--- config.mk ---
export PLATFORM = sky130hd
export DESIGN_NAME = bhdr_offset_rewriter
export DESIGN_NICKNAME = d
export VERILOG_FILES = /design/src/rtl/bhdr_pkg.sv /design/src/rtl/bhdr_rst_sync.sv /design/src/rtl/bhdr_fifo.sv /design/src/rtl/bhdr_skew_table.sv /design/src/rtl/bhdr_offset_calc.sv /design/src/rtl/bhdr_offset_rewriter.sv
export SDC_FILE = /design/constraint.sdc
export NUM_CORES = 1
export LEC_CHECK = 0
export ABC_CLOCK_PERIOD_IN_PS = 6900
export BUFFER_PORTS_ARGS = -buffer_cell sky130_fd_sc_hd__buf_2
export CORE_MARGIN = 1
export CORE_UTILIZATION = 56
export DETAILED_ROUTE_END_ITERATION = 7
export PLACE_DENSITY = 0.77
export SLEW_MARGIN = 15
export SYNTH_ARGS = -nofsm -noshare
export SYNTH_HDL_FRONTEND = slang
export SYNTH_SLANG_ARGS = --single-unit
--- constraint.sdc ---
create_clock -name clk -period 6.9 [get_ports clk]
set_input_delay 0.345 -clock clk [delete_from_list [all_inputs] [get_ports clk]]
set_output_delay 0.345 -clock clk [all_outputs]
set_load 0.005 [all_outputs]
--- src/rtl/bhdr_pkg.sv ---
package bhdr_pkg;

  parameter int DEF_CH_W   = 4;
  parameter int DEF_OFS_W  = 16;
  parameter int DEF_TS_W   = 12;
  parameter int DEF_SKEW_W = 8;
  parameter int DEF_LEN_W  = 12;
  parameter int DEF_DEPTH  = 8;

  function automatic int max_of(input int a, input int b);
    return (a > b) ? a : b;
  endfunction

endpackage

--- src/rtl/bhdr_rst_sync.sv ---
module bhdr_rst_sync (
  input  logic clk,
  input  logic arst_n,
  output logic srst_n
);
  logic meta_q;
  logic sync_q;

  always_ff @(posedge clk or negedge arst_n) begin
    if (!arst_n) begin
      meta_q <= 1'b0;
      sync_q <= 1'b0;
    end else begin
      meta_q <= 1'b1;
      sync_q <= meta_q;
    end
  end

  assign srst_n = sync_q;
endmodule

--- src/rtl/bhdr_fifo.sv ---
module bhdr_fifo #(
  parameter int W     = 8,
  parameter int DEPTH = 8
) (
  input  logic         clk,
  input  logic         rst_n,
  input  logic         push_valid,
  output logic         push_ready,
  input  logic [W-1:0] push_data,
  output logic         pop_valid,
  input  logic         pop_ready,
  output logic [W-1:0] pop_data
);
  localparam int AW = (DEPTH > 1) ? $clog2(DEPTH) : 1;
  localparam int CW = $clog2(DEPTH + 1);
  localparam logic [AW-1:0] LAST = AW'(DEPTH - 1);
  localparam logic [CW-1:0] FULL = CW'(DEPTH);

  logic [W-1:0]  mem_q [DEPTH];
  logic [AW-1:0] wr_q, wr_d, rd_q, rd_d;
  logic [CW-1:0] cnt_q, cnt_d;
  logic          do_push, do_pop;

  assign push_ready = (cnt_q != FULL);
  assign pop_valid  = (cnt_q != '0);
  assign do_push    = push_valid && push_ready;
  assign do_pop     = pop_valid && pop_ready;
  assign pop_data   = mem_q[rd_q];

  always_comb begin
    wr_d  = wr_q;
    rd_d  = rd_q;
    cnt_d = cnt_q;
    if (do_push) wr_d = (wr_q == LAST) ? '0 : wr_q + 1'b1;
    if (do_pop)  rd_d = (rd_q == LAST) ? '0 : rd_q + 1'b1;
    case ({do_push, do_pop})
      2'b10:   cnt_d = cnt_q + 1'b1;
      2'b01:   cnt_d = cnt_q - 1'b1;
      default: cnt_d = cnt_q;
    endcase
  end

  always_ff @(posedge clk or negedge rst_n) begin
    if (!rst_n) begin
      wr_q  <= '0;
      rd_q  <= '0;
      cnt_q <= '0;
    end else begin
      wr_q  <= wr_d;
      rd_q  <= rd_d;
      cnt_q <= cnt_d;
    end
  end

  always_ff @(posedge clk) begin
    if (do_push) mem_q[wr_q] <= push_data;
  end
endmodule

--- src/rtl/bhdr_skew_table.sv ---
module bhdr_skew_table #(
  parameter int CH_W   = 4,
  parameter int SKEW_W = 8
) (
  input  logic              clk,
  input  logic              rst_n,
  input  logic              wr_en,
  input  logic [CH_W-1:0]   wr_addr,
  input  logic [SKEW_W-1:0] wr_data,
  input  logic [CH_W-1:0]   rd_addr,
  output logic [SKEW_W-1:0] rd_data
);
  localparam int NCH = 1 << CH_W;

  logic [SKEW_W-1:0] tbl_q [NCH];

  for (genvar g = 0; g < NCH; g++) begin : g_ent
    logic ent_en;
    assign ent_en = wr_en && (wr_addr == CH_W'(g));
    always_ff @(posedge clk or negedge rst_n) begin
      if (!rst_n)      tbl_q[g] <= '0;
      else if (ent_en) tbl_q[g] <= wr_data;
    end
  end

  assign rd_data = tbl_q[rd_addr];
endmodule

--- src/rtl/bhdr_offset_calc.sv ---
module bhdr_offset_calc #(
  parameter int OFS_W  = 16,
  parameter int TS_W   = 12,
  parameter int SKEW_W = 8
) (
  input  logic [OFS_W-1:0]  ofs_in,
  input  logic [TS_W-1:0]   stamp,
  input  logic [TS_W-1:0]   now,
  input  logic [SKEW_W-1:0] skew,
  output logic [OFS_W-1:0]  ofs_out,
  output logic              del
);
  localparam int SW = bhdr_pkg::max_of(bhdr_pkg::max_of(OFS_W, TS_W), SKEW_W) + 2;

  logic [TS_W-1:0] elapsed;
  logic [SW-1:0]   ofs_x, el_x, sk_x, sum;
  logic            neg, over;

  always_comb begin
    elapsed = now - stamp;
    ofs_x   = {{(SW - OFS_W){1'b0}}, ofs_in};
    el_x    = {{(SW - TS_W){1'b0}}, elapsed};
    sk_x    = {{(SW - SKEW_W){skew[SKEW_W-1]}}, skew};
    sum     = ofs_x - el_x + sk_x;
    neg     = sum[SW-1];
    over    = !neg && (|sum[SW-2:OFS_W]);
    del     = neg;
    if (neg)       ofs_out = '0;
    else if (over) ofs_out = '1;
    else           ofs_out = sum[OFS_W-1:0];
  end
endmodule

--- src/rtl/bhdr_offset_rewriter.sv ---
module bhdr_offset_rewriter
  import bhdr_pkg::*;
#(
  parameter int CH_W   = DEF_CH_W,
  parameter int OFS_W  = DEF_OFS_W,
  parameter int TS_W   = DEF_TS_W,
  parameter int SKEW_W = DEF_SKEW_W,
  parameter int LEN_W  = DEF_LEN_W,
  parameter int DEPTH  = DEF_DEPTH
) (
  input  logic              clk,
  input  logic              rst_n,
  input  logic [TS_W-1:0]   now_time,
  input  logic              in_valid,
  output logic              in_ready,
  input  logic [CH_W-1:0]   in_chan,
  input  logic [CH_W-1:0]   in_fwd_chan,
  input  logic [OFS_W-1:0]  in_offset,
  input  logic [LEN_W-1:0]  in_len,
  input  logic              tbl_we,
  input  logic [CH_W-1:0]   tbl_addr,
  input  logic [SKEW_W-1:0] tbl_wdata,
  output logic              out_valid,
  input  logic              out_ready,
  output logic [CH_W-1:0]   out_chan,
  output logic [OFS_W-1:0]  out_offset,
  output logic [LEN_W-1:0]  out_len,
  output logic [TS_W-1:0]   out_stamp,
  output logic              out_del
);
  localparam int ENT_W  = 2 * CH_W + OFS_W + LEN_W + TS_W;
  localparam int P_TS   = 0;
  localparam int P_LEN  = P_TS + TS_W;
  localparam int P_OFS  = P_LEN + LEN_W;
  localparam int P_CH   = P_OFS + OFS_W;
  localparam int P_FWD  = P_CH + CH_W;

  logic              rst_sync_n;
  logic [ENT_W-1:0]  push_ent, head_ent;
  logic [CH_W-1:0]   head_ch, head_fwd;
  logic [OFS_W-1:0]  head_ofs;
  logic [LEN_W-1:0]  head_len;
  logic [TS_W-1:0]   head_ts;
  logic [SKEW_W-1:0] head_skew;

  bhdr_rst_sync rst_i (
    .clk    (clk),
    .arst_n (rst_n),
    .srst_n (rst_sync_n)
  );

  assign push_ent = {in_fwd_chan, in_chan, in_offset, in_len, now_time};

  bhdr_fifo #(.W(ENT_W), .DEPTH(DEPTH)) fifo_i (
    .clk        (clk),
    .rst_n      (rst_sync_n),
    .push_valid (in_valid),
    .push_ready (in_ready),
    .push_data  (push_ent),
    .pop_valid  (out_valid),
    .pop_ready  (out_ready),
    .pop_data   (head_ent)
  );

  assign head_ts  = head_ent[P_TS  +: TS_W];
  assign head_len = head_ent[P_LEN +: LEN_W];
  assign head_ofs = head_ent[P_OFS +: OFS_W];
  assign head_ch  = head_ent[P_CH  +: CH_W];
  assign head_fwd = head_ent[P_FWD +: CH_W];

  bhdr_skew_table #(.CH_W(CH_W), .SKEW_W(SKEW_W)) tbl_i (
    .clk     (clk),
    .rst_n   (rst_sync_n),
    .wr_en   (tbl_we),
    .wr_addr (tbl_addr),
    .wr_data (tbl_wdata),
    .rd_addr (head_ch),
    .rd_data (head_skew)
  );

  bhdr_offset_calc #(.OFS_W(OFS_W), .TS_W(TS_W), .SKEW_W(SKEW_W)) calc_i (
    .ofs_in  (head_ofs),
    .stamp   (head_ts),
    .now     (now_time),
    .skew    (head_skew),
    .ofs_out (out_offset),
    .del     (out_del)
  );

  assign out_chan  = head_fwd;
  assign out_len   = head_len;
  assign out_stamp = now_time;
endmodule

# == Word level (Yosys, flattened, before mapping) ==
# Memories as Yosys holds them, arrays and structs flattened.
# Cells that the tools add are included.
# totals
ram_bits,384
romBits,0
out_inout_bits,47
latchBits,0
ff_bits,140
mem_count,1
# op_classes
div,0
mux,10
bitwise,1
n_shift,0
n_eq_ne,20
add_sub_neg,7
n_mul,0
reduce_logical,23
magnitude_cmp,1
# memory_table
name,depth,word_bits,read_ports,rd_clocked_by_memory_dff,write_ports,line_no,rtl
fifo_i.mem_q,8,48,1,0,1,bhdr_fifo.sv:19,logic [W-1:0] mem_q [DEPTH];
# op_table
operator,count
8-bit binary-select mux with 4-bit select,1
"4-bit == test, second input constant",8
16-bit 2-to-1 mux,2
1-bit logical AND,19
18-bit adder,1
16-bit by 12-bit subtractor with 17-bit output,1
"4-bit by 3-bit == test with 1-bit output, second input constant",4
8-bit 2-to-1 mux,2
12-bit subtractor,1
"4-bit by 2-bit == test with 1-bit output, second input constant",2
4-bit one-hot mux with 2 select lines,1
"3-bit by 1-bit adder with 3-bit output, second input constant",2
"3-bit == test, second input constant",2
3-bit 2-to-1 mux,2
"5-bit >= comparator, second input constant",1
4-bit inverter with 5-bit output,1
"4-bit by 1-bit adder with 4-bit output, second input constant",1
"4-bit by 1-bit == test with 1-bit output, second input constant",1
4-bit logical NOT,1
"4-bit inequality test, second input constant",1
4-bit nonzero test,1
"4-bit by 1-bit subtractor with 4-bit output, second input constant",1
"2-bit by 1-bit == test with 1-bit output, second input constant",1
"2-bit == test, second input constant",1
3 further kinds,4

# == Longest topological paths before layout ==
# Gate-level depths: netlist of the first run.
# An unclocked memory read counts as a cell.
# depth
depth_word,10
ltp_mapped,33
depth_no_buf,26

# == By module ==
# Synthesis of the first run repeated with hierarchy kept, for this count alone.
# hier_totals
hier_cells,1335
hier_area_um2,23488.8
# by_module_without_submodules
mod,cells_per_inst,instances,area_each_um2
bhdr_fifo,622,1,15075.7
bhdr_skew_table,364,1,5903.2
bhdr_offset_calc,334,1,2366.0
bhdr_offset_rewriter,12,1,90.1
bhdr_rst_sync,3,1,53.8

# == Least setup slack after synthesis of the first run ==
# No wires, ideal clock.
# synth_path
kind,flip-flop to output port
startpoint,reg fifo_i.rd_q[0]
endpoint,out out_offset[10]
arrival_ns,6.599
t_required_ns,6.555
stages_incl_launch_ff,32
slack_ns,-0.044
cell_sequence,dfrtp_1 buf_2 buf_4 clkbuf_1 buf_2 mux4_2 mux2_2 ha_1 inv_1 fa_1 a21o_1 a21o_1 a21oi_1 o21ai_0 nand2_1 xor2_1 ha_1 clkbuf_1 and3_1 a211o_1 a21o_1 a2111o_1 o211ai_1 ha_1 and2_1 nand2b_1 nand2_1 a41oi_1 or3_1 a21oi_2 buf_2 a21oi_1
# synth_between
elab_chain_len,10
# synth_lines
item,line_no,rtl
from (decl),bhdr_fifo.sv:20,"logic [AW-1:0] wr_q, wr_d, rd_q, rd_d;"
from (signal assigned),bhdr_fifo.sv:50,rd_q <= rd_d;
memory read 8 x 48 bit (*),-,
"parallel branches: the longest is 4 deep, another holds 16-bit by 12-bit subtractor with 17-bit output",-,
18-bit adder (*),bhdr_offset_calc.sv:24,sum = ofs_x - el_x + sk_x;
named net out_del,bhdr_offset_rewriter.sv:29,output logic out_del
1-bit logical NOT,bhdr_offset_calc.sv:26,over = !neg && (|sum[SW-2:OFS_W]);
1-bit logical AND,bhdr_offset_calc.sv:26,
16-bit 2-to-1 mux,bhdr_offset_calc.sv:29,else if (over) ofs_out = '1;
16-bit 2-to-1 mux (*),bhdr_offset_calc.sv:28,if (neg) ofs_out = '0;
to (decl),bhdr_offset_rewriter.sv:26,"output logic [OFS_W-1:0] out_offset,"
# Mark *: on every way through the listed nets, which the timed path passes. The select of a mux whose other input is x is not followed.

# == Worst setup path in the final report of the first run ==
# layout_path
startpoint,reg fifo_i.rd_q[0]
endpoint,out out_offset[10]
# layout_between
elab_chain_len,10
# layout_lines
item,line_no
memory read 8 x 48 bit (*),-
"parallel branches: the longest is 4 deep, another holds 16-bit by 12-bit subtractor with 17-bit output",-
18-bit adder (*),bhdr_offset_calc.sv:24
1-bit logical NOT,bhdr_offset_calc.sv:26
1-bit logical AND,bhdr_offset_calc.sv:26
16-bit 2-to-1 mux,bhdr_offset_calc.sv:29
16-bit 2-to-1 mux (*),bhdr_offset_calc.sv:28
# Every way passes the cells marked *. The select of a mux whose other input is x is not followed.

==> results of run 1 <==
-- cell usage in the layout, fill, tap and decap left out, drive strengths merged, types with 11 or more instances in the layout --
cell type,count
edfxtp,384
xnor2,22
nand2,103
nor3,18
clkbuf,75
a21o,12
ha,48
and2,32
nand2b,11
inv,25
xor2,15
nor2,39
a211oi,33
dlygate4sd3,17
mux4,96
a21oi,45
dfrtp,140
a22oi,15
clkinv,12
o21ai,12
mux2,166
mux2i,18
buf,169
a31oi,36
-- metrics by stage --
| stage | instances | cell area (um2) | hold slack, ns | setup TNS, ns | util (%) |
|---|---|---|---|---|---|
| finish | 2156 | 26700 | 0.0326 | 0 | 65.3 |
| global route | 2155 | 26700 | 0.0234 | -3.48 | 65.3 |
| CTS | 2140 | 26400 | 0.00394 | 0 | 64.5 |
| detailed placement | 2016 | 24300 | 0.134 | 0 | 59.5 |
| global placement | 2016 | 24300 | 0.131 | 0 | 59.5 |
| floorplan | 1420 | 23200 | 0.0494 | 0 | - |
-- logic make-up after synthesis --
logic type,after synthesis
adder cells (fa/ha/maj),52
buffers and inverters,99
AO/OA/AOI/OAI,192
multiplexers,280
flip-flops,524
AND/OR/NAND/NOR,235
other,1
XOR/XNOR,37
-- registers in the layout, indices dropped and copies added, names as in the netlist --
register / cells
fifo_i.mem_q: 384
tbl_i.tbl_q: 128
fifo_i.cnt_q: 4
fifo_i.rd_q: 3
fifo_i.wr_q: 3
rst_i.meta_q: 1
rst_i.srst_n: 1
-- layout make-up --
type,instances,area (um2)
antenna,1,2.50
fill,2746,14200
inverter,22,82.6
multi-input combinational,797,7950
tap,532,666
clock inverter,19,203
timing repair buffer,186,1240
clock buffer,75,1460
sequential,524,15000
-- routing by layer --
layer / up-vias / GRT usage [%]
li1: 5842 / -
met1: 6695 / 32.9
met2: 466 / 39.2
met3: 93 / 4.42
met4: 2 / 8.20
met5: - / 0
-- what timing repair did --
action	4_1_cts	5_1_grt
resized for setup	24	40
hold endpoints to repair	115	0
buffers inserted	13	16
setup endpoints to repair	17	17
pin swaps	8	36
hold buffers	17	0
cloned	0	0
-- worst max-delay path, delay by kind of cell, from the launching register on --
kind | cells | cell delay (ns)
compound gates | 11 | 1.74
fa+ha+maj | 3 | 0.97
simple gates | 3 | 0.84
buf+inv | 5 | 0.77
mux | 2 | 0.59
xor+xnor | 2 | 0.52
flops | 1 | 0.50
-- worst max path at each step --
| stage | to | slack [ns] | cells after the start |
|---|---|---|---|
| global route | out_offset[0] | -0.27 | 28 |
| global placement | out_offset[14] | 0.30 | 25 |
| CTS | out_offset[0] | 0.005 | 28 |
| floorplan | out_offset[10] | 0.04 | 31 |
| detailed placement | out_offset[14] | 0.08 | 24 |
| finish | out_offset[10] | 0.03 | 26 |
==> run_results.csv, run 1 <==
group,metric,value,unit
routing,drtPass1Iterations,7,
min_path,worstHoldPathCells,1,
cts,clkSinkCount,524,
worst_setup_path,setup.worst_path.start,"fifo_i.rd_q[0]",
logic_synthesis,synth-warning-count,0,
sta,final.period_utilization,99.6,%
logic_synthesis,ys_seq_elements,524,
logic_synthesis,synth_enable_flop_cells,384,
worst_setup_path,worst_path_max_delay_cell,"or4_1",
logic_synthesis,syn-mean-instance-area,16.3,um2
sta,report.final.hold_viol_count,0,
cells_and_area,synthToLayoutAreaGrowth,15.0,%
grt,grt_start_max_net_pins,70,
worst_setup_path,worstSetupStartpointType,"flip-flop",
logic_synthesis,synth_fp_nets,1537,
cells_and_area,design.final.nets,1700,
cts,cts_max_path_buffers,3,
routing,drt-initial-drc-count,1112,
routing,detail_route.wirelength.met1,20.7,mm
logic_synthesis,synth_mux_area_share,18.3,%
logic_synthesis,synthDominantAreaCellType,"edfxtp_1",
logic_synthesis,number_of_standard_cells_after_synthesis,1420,
status,outcome,"completed",
placement,gpl.final_weighted_congestion,0.865,
grt,globalRouteTotalUtil,24.1,%
sta,max_clock_freq,145,MHz
worst_setup_path,worst-r2r-setup-slack,4.42,ns
routing,dr.max_layer_used,"met5",
worst_setup_path,crit-reg2reg-capture,"fifo_i.cnt_q[3]",
worst_setup_path,timing.critical_path.required,6.55,ns
routing,final_antenna_net_count,0,
min_path,min-delay-path-class,"input port to flip-flop",
sta,period_minus_slack,6.87,ns
cts,clkLatencyLatePin,0.60,ns
cts,cts_tree,"yes",
sta,clock_skew,0.0328,ns
floorplanning,die-area,42200,um2
sta,final.setup.worst_slack,0.0255,ns
grt,grt_pass1_wl,76.2,mm
cells_and_area,drive_gt1_share,35.4,%
worst_setup_path,worstSetupPathType,"flip-flop to primary output",
cts,h_tree_level_count,2,
logic_synthesis,netlist_area,23200,um2
floorplanning,rows,74,
logic_synthesis,yosys.area_share.xor_xnor,1.40,%
placement,port_buffers,111,
job,max_cap_viol_count,0,
worst_setup_path,worst_r2r_path_depth,10,
min_path,worstHoldEndpoint,"fifo_i.mem_q[6][26]",
logic_synthesis,synth-main-ff-cell,"edfxtp_1",
worst_setup_path,worst_path_largest_cell_delay,0.54,ns
routing,detailroute.wirelength.met2,24.6,mm
logic_synthesis,synth_top_family_by_area,"multiplexers",
floorplanning,core_area,40800,um2
logic_synthesis,ys_types,60,
logic_synthesis,synth.most_common_cell,"edfxtp_1",
routing,met3_wirelength,3.37,mm
logic_synthesis,fraction_of_synthesis_flops_using_an_asynchronous_set_or_reset_pin,26.7,%
routing,route.detailed.wl_per_inst,23.2,um
worst_setup_path,crit_fanout,6,
placement,preCtsSetupSlack,0.0812,ns
logic_synthesis,adder_and_majority_cell_fraction_of_the_synthesized_area,2.94,%
grt,first_global_vias,13300,
worst_setup_path,critical_path.reg2reg.startpoint,"fifo_i.cnt_q[1]",
routing,routed_via_density,6.08,
routing,postRouteWirelength,50.0,mm
sta,rsz0062_at_grt,"yes",
cts,cts_root_buf,"clkbuf_16",
cts,cts_buffers,52,
logic_synthesis,synth-simple-area-share,4.72,%
routing,drc,0,
routing,num_vias,13100,
floorplanning,chipHeight,205,um
worst_setup_path,crit_top_cell,"ha_1",
grt,antenna_found_initial,3,
floorplanning,effective_utilization_at_floorplan,56.8,%
min_path,worstHoldStart,"in_offset[2]",
sta,max_slew.worst_pin.slew,0.957,ns
logic_synthesis,area_contributors_post_synth,"edfxtp_1, dfrtp_1, mux4_2",
floorplanning,top_level_ports,112,
logic_synthesis,list_of_most_frequent_post_synthesis_cells,"edfxtp_1, mux2_2, dfrtp_1, nand2_1, mux4_2",
grt,grt_ovf,0,
worst_setup_path,worst_setup_path_end_kind,"primary output",
logic_synthesis,post-synth-top-area-fraction,49.7,%
worst_setup_path,worst-endpoint-arrival,6.53,ns
sta,setup_viol_count_final,0,
logic_synthesis,synth-seq-area-share,64.8,%
placement,place_hpwl,29.0,mm
sta,worst_slew_margin_rel,34.8,%
floorplanning,die_w,205,um
sta,final-max-slew-violation-count,0,
cts,clkSlewWorstSetupHoldPaths,0.06,ns
logic_synthesis,synth_compound_gate_area_share,5.76,%
Power of run 1 is left out: the tool's default activity adds up to more than one toggle a clock period on the data nets, which glitch-free logic cannot reach.
==> run 2, diff against run 1 <==
Settings changed: ABC_AREA from default to 0, CORE_UTILIZATION 56 to 25, PLACE_DENSITY 0.77 to default, SYNTH_HIERARCHICAL from default to 1.
==> run_results.csv, run 2 <==
group,metric,value,unit
status,outcome,"completed",
grt,grt_ovf,0,
grt,grt_pass1_wl,83.9,mm
worst_setup_path,worst_setup_path_end_kind,"primary output",
routing,final_antenna_net_count,0,
logic_synthesis,synth-main-ff-cell,"edfxtp_1",
floorplanning,die-area,95200,um2
cts,cts_root_buf,"clkbuf_16",
placement,gpl.final_weighted_congestion,0.824,
worst_setup_path,crit_fanout,4,
cts,cts_max_path_buffers,3,
worst_setup_path,worst_path_largest_cell_delay,0.51,ns
worst_setup_path,crit_top_cell,"buf_4",
cells_and_area,regMostFlops,"fifo_i/mem_q",
logic_synthesis,list_of_most_frequent_post_synthesis_cells,"edfxtp_1, mux2_2, dfrtp_1, mux4_2, ha_1",
grt,grt_start_max_net_pins,77,
cts,cts_tree,"yes",
sta,clock_skew,0.0152,ns
logic_synthesis,ys_types,84,
routing,route.detailed.wl_per_inst,19.6,um
grt,most_heavily_used_metal_layer_in_global_routing,"met2",
cells_and_area,synthToLayoutAreaGrowth,21.5,%
routing,drtPass1Iterations,5,
cells_and_area,final_util,30.6,%
floorplanning,die_w,309,um
logic_synthesis,synthDominantAreaCellType,"edfxtp_1",
placement,preCtsSetupSlack,-0.358,ns
grt,globalRouteTotalUtil,11.7,%
worst_setup_path,timing.critical_path.required,6.55,ns
sta,final-max-slew-violation-count,0,
logic_synthesis,ys_seq_elements,524,
worst_setup_path,setup.worst_path.start,"fifo_i/rd_q[0]",
placement,place_hpwl,33.5,mm
cells_and_area,layout.cells.most_common,"edfxtp_1",
cells_and_area,design.final.nets,1649,
sta,final.period_utilization,97.7,%
logic_synthesis,synth-warning-count,6,
sta,max_clock_freq,148,MHz
sta,report.final.hold_viol_count,0,
logic_synthesis,area_contributors_post_synth,"edfxtp_1, dfrtp_1, mux4_2",
sta,final.setup.worst_slack,0.156,ns
floorplanning,core_area,93200,um2
grt,grtUsageMet2,19.1,%
logic_synthesis,synth_enable_flop_cells,384,
cts,h_tree_level_count,2,
worst_setup_path,critical_path.reg2reg.startpoint,"fifo_i/cnt_q[0]",
routing,drc,0,
grt,antenna_found_initial,9,
grt,groute.layer.met3.usage,2.23,%
routing,num_vias,12900,
logic_synthesis,synth.most_common_cell,"edfxtp_1",
sta,worst_slew_margin_rel,31.9,%
routing,routed_via_density,4.57,
cells_and_area,largest_reg_flops,384,
sta,rsz0062_at_grt,"yes",
floorplanning,chipHeight,309,um
logic_synthesis,synth_fp_nets,1451,
logic_synthesis,synth-seq-area-share,64.0,%
logic_synthesis,post-synth-top-area-fraction,49.1,%
cts,clkSlewWorstSetupHoldPaths,0.06,ns
logic_synthesis,number_of_standard_cells_after_synthesis,1335,
sta,period_minus_slack,6.74,ns
sta,setup_viol_count_final,0,
cells_and_area,largest_registers,"fifo_i/mem_q: 384 flops, tbl_i/tbl_q: 128 flops, fifo_i/cnt_q: 4 flops",
cells_and_area,layout.cells.most_common_list,"edfxtp_1, mux2_2, dfrtp_1",
floorplanning,effective_utilization_at_floorplan,25.2,%
worst_setup_path,worst-endpoint-arrival,6.40,ns
cells_and_area,drive_gt1_share,41.9,%
min_path,worstHoldStart,"in_offset[11]",
routing,drt-initial-drc-count,742,
sta,max_slew.worst_pin.slew,1.02,ns
cts,clkSinkCount,524,
logic_synthesis,syn-mean-instance-area,17.6,um2
min_path,min-delay-path-class,"input port to flip-flop",
worst_setup_path,worst_path_max_delay_cell,"dfrtp_4",
routing,postRouteWirelength,55.6,mm
cts,cts_buffers,53,
worst_setup_path,worstSetupPathType,"flip-flop to primary output",
floorplanning,rows,112,
grt,first_global_vias,13600,
job,max_cap_viol_count,0,
grt,gr-usage-met1,15.9,%
cells_and_area,num-fill-cells,9089,
cts,clkLatencyLatePin,0.61,ns
placement,port_buffers,111,
logic_synthesis,fraction_of_synthesis_flops_using_an_asynchronous_set_or_reset_pin,26.7,%
worst_setup_path,worstSetupStartpointType,"flip-flop",
logic_synthesis,netlist_area,23500,um2
floorplanning,top_level_ports,112,
-- run 2: changes by cell type after synthesis, sizes merged, moves of 17 or more --
cell	delta
and2	-30
a31oi	-31
nand2	-70
inv	+17
a211oi	-22
mux4	+32
-- run 2: layout make-up --
class / instances / area [um2] / area share (%)
timing repair buffer: 216 / 1530 / 5.38
multi-input combinational: 699 / 8460 / 29.6
clock buffer: 83 / 1560 / 5.47
inverter: 39 / 151 / 0.530
clock inverter: 16 / 214 / 0.750
antenna: 2 / 5.00 / 0.0175
tap: 1254 / 1570 / 5.50
sequential: 524 / 15000 / 52.7
-- run 2: worst paths after layout --
check                                            to  slack [ns]  cells past startpoint
worst max-delay path                 out_offset[11]        0.16                     28
worst min-delay path            fifo_i/mem_q[3][35]        0.04                      1
worst max register to register      fifo_i/cnt_q[3]        3.75                      7
worst min register to register         rst_i/srst_n        0.35                      0
max in group asynchronous            fifo_i/rd_q[1]        4.89                      1
min in group asynchronous              rst_i/srst_n        0.05                      2
-- run 2: routing by layer --
metal,vias up,part of all wire [%]
li1,5722,-
met1,6789,45
met2,335,48
met3,87,5.7
met4,12,1.7
met5,-,0.15
-- run 2: through the flow --
| stage | TNS (ns) | hold slack (ns) | instance area [um2] | cells |
|---|---|---|---|---|
| after detailed placement | -0.358 | 0.134 | 25500 | 2664 |
| after CTS | 0 | 0.00239 | 28000 | 2812 |
| final | 0 | 0.0414 | 28500 | 2833 |
| after floorplan | 0 | 0.0494 | 23500 | 1335 |
| after global placement | -0.401 | 0.134 | 25500 | 2664 |
| after global routing | -1.24 | 0.0279 | 28500 | 2832 |
-- run 2: repair_timing --
| action | CTS | global route |
|---|---|---|
| setup endpoints to repair | 17 | 17 |
| resized for setup | 43 | 77 |
| hold buffers | 36 | 0 |
| endpoints found under the hold margin | 271 | 0 |
| setup buffers | 13 | 18 |
| pin swaps | 17 | 32 |
| cloned | 0 | 1 |
-- run 2: cells by family (layout without fill, tap and decap cells) --
kind of cell / count (synthesis) / in the layout / synth area share [%]
xor+xnor: 30 / 30 / 1.12
flops: 524 / 524 / 64.0
other cells: 1 / 3 / 0.0160
buf+inv: 112 / 354 / 2.51
fa+ha+maj: 51 / 51 / 2.84
compound gates: 152 / 152 / 4.68
mux: 313 / 313 / 21.4
simple gates: 152 / 152 / 3.47
-- run 2: worst max-delay path: cells and delay by family, from the launching register on --
family | cells | cell delay (ns)
AOI/OAI and AO/OA | 11 | 2.14
xor gates and xnor gates | 1 | 0.07
adders and majority gates | 3 | 0.86
buffers and inverters | 6 | 0.87
DFF | 1 | 0.51
muxes | 3 | 0.90
and+or+nand+nor | 4 | 0.45
Power of run 2 is left out for the same reason.
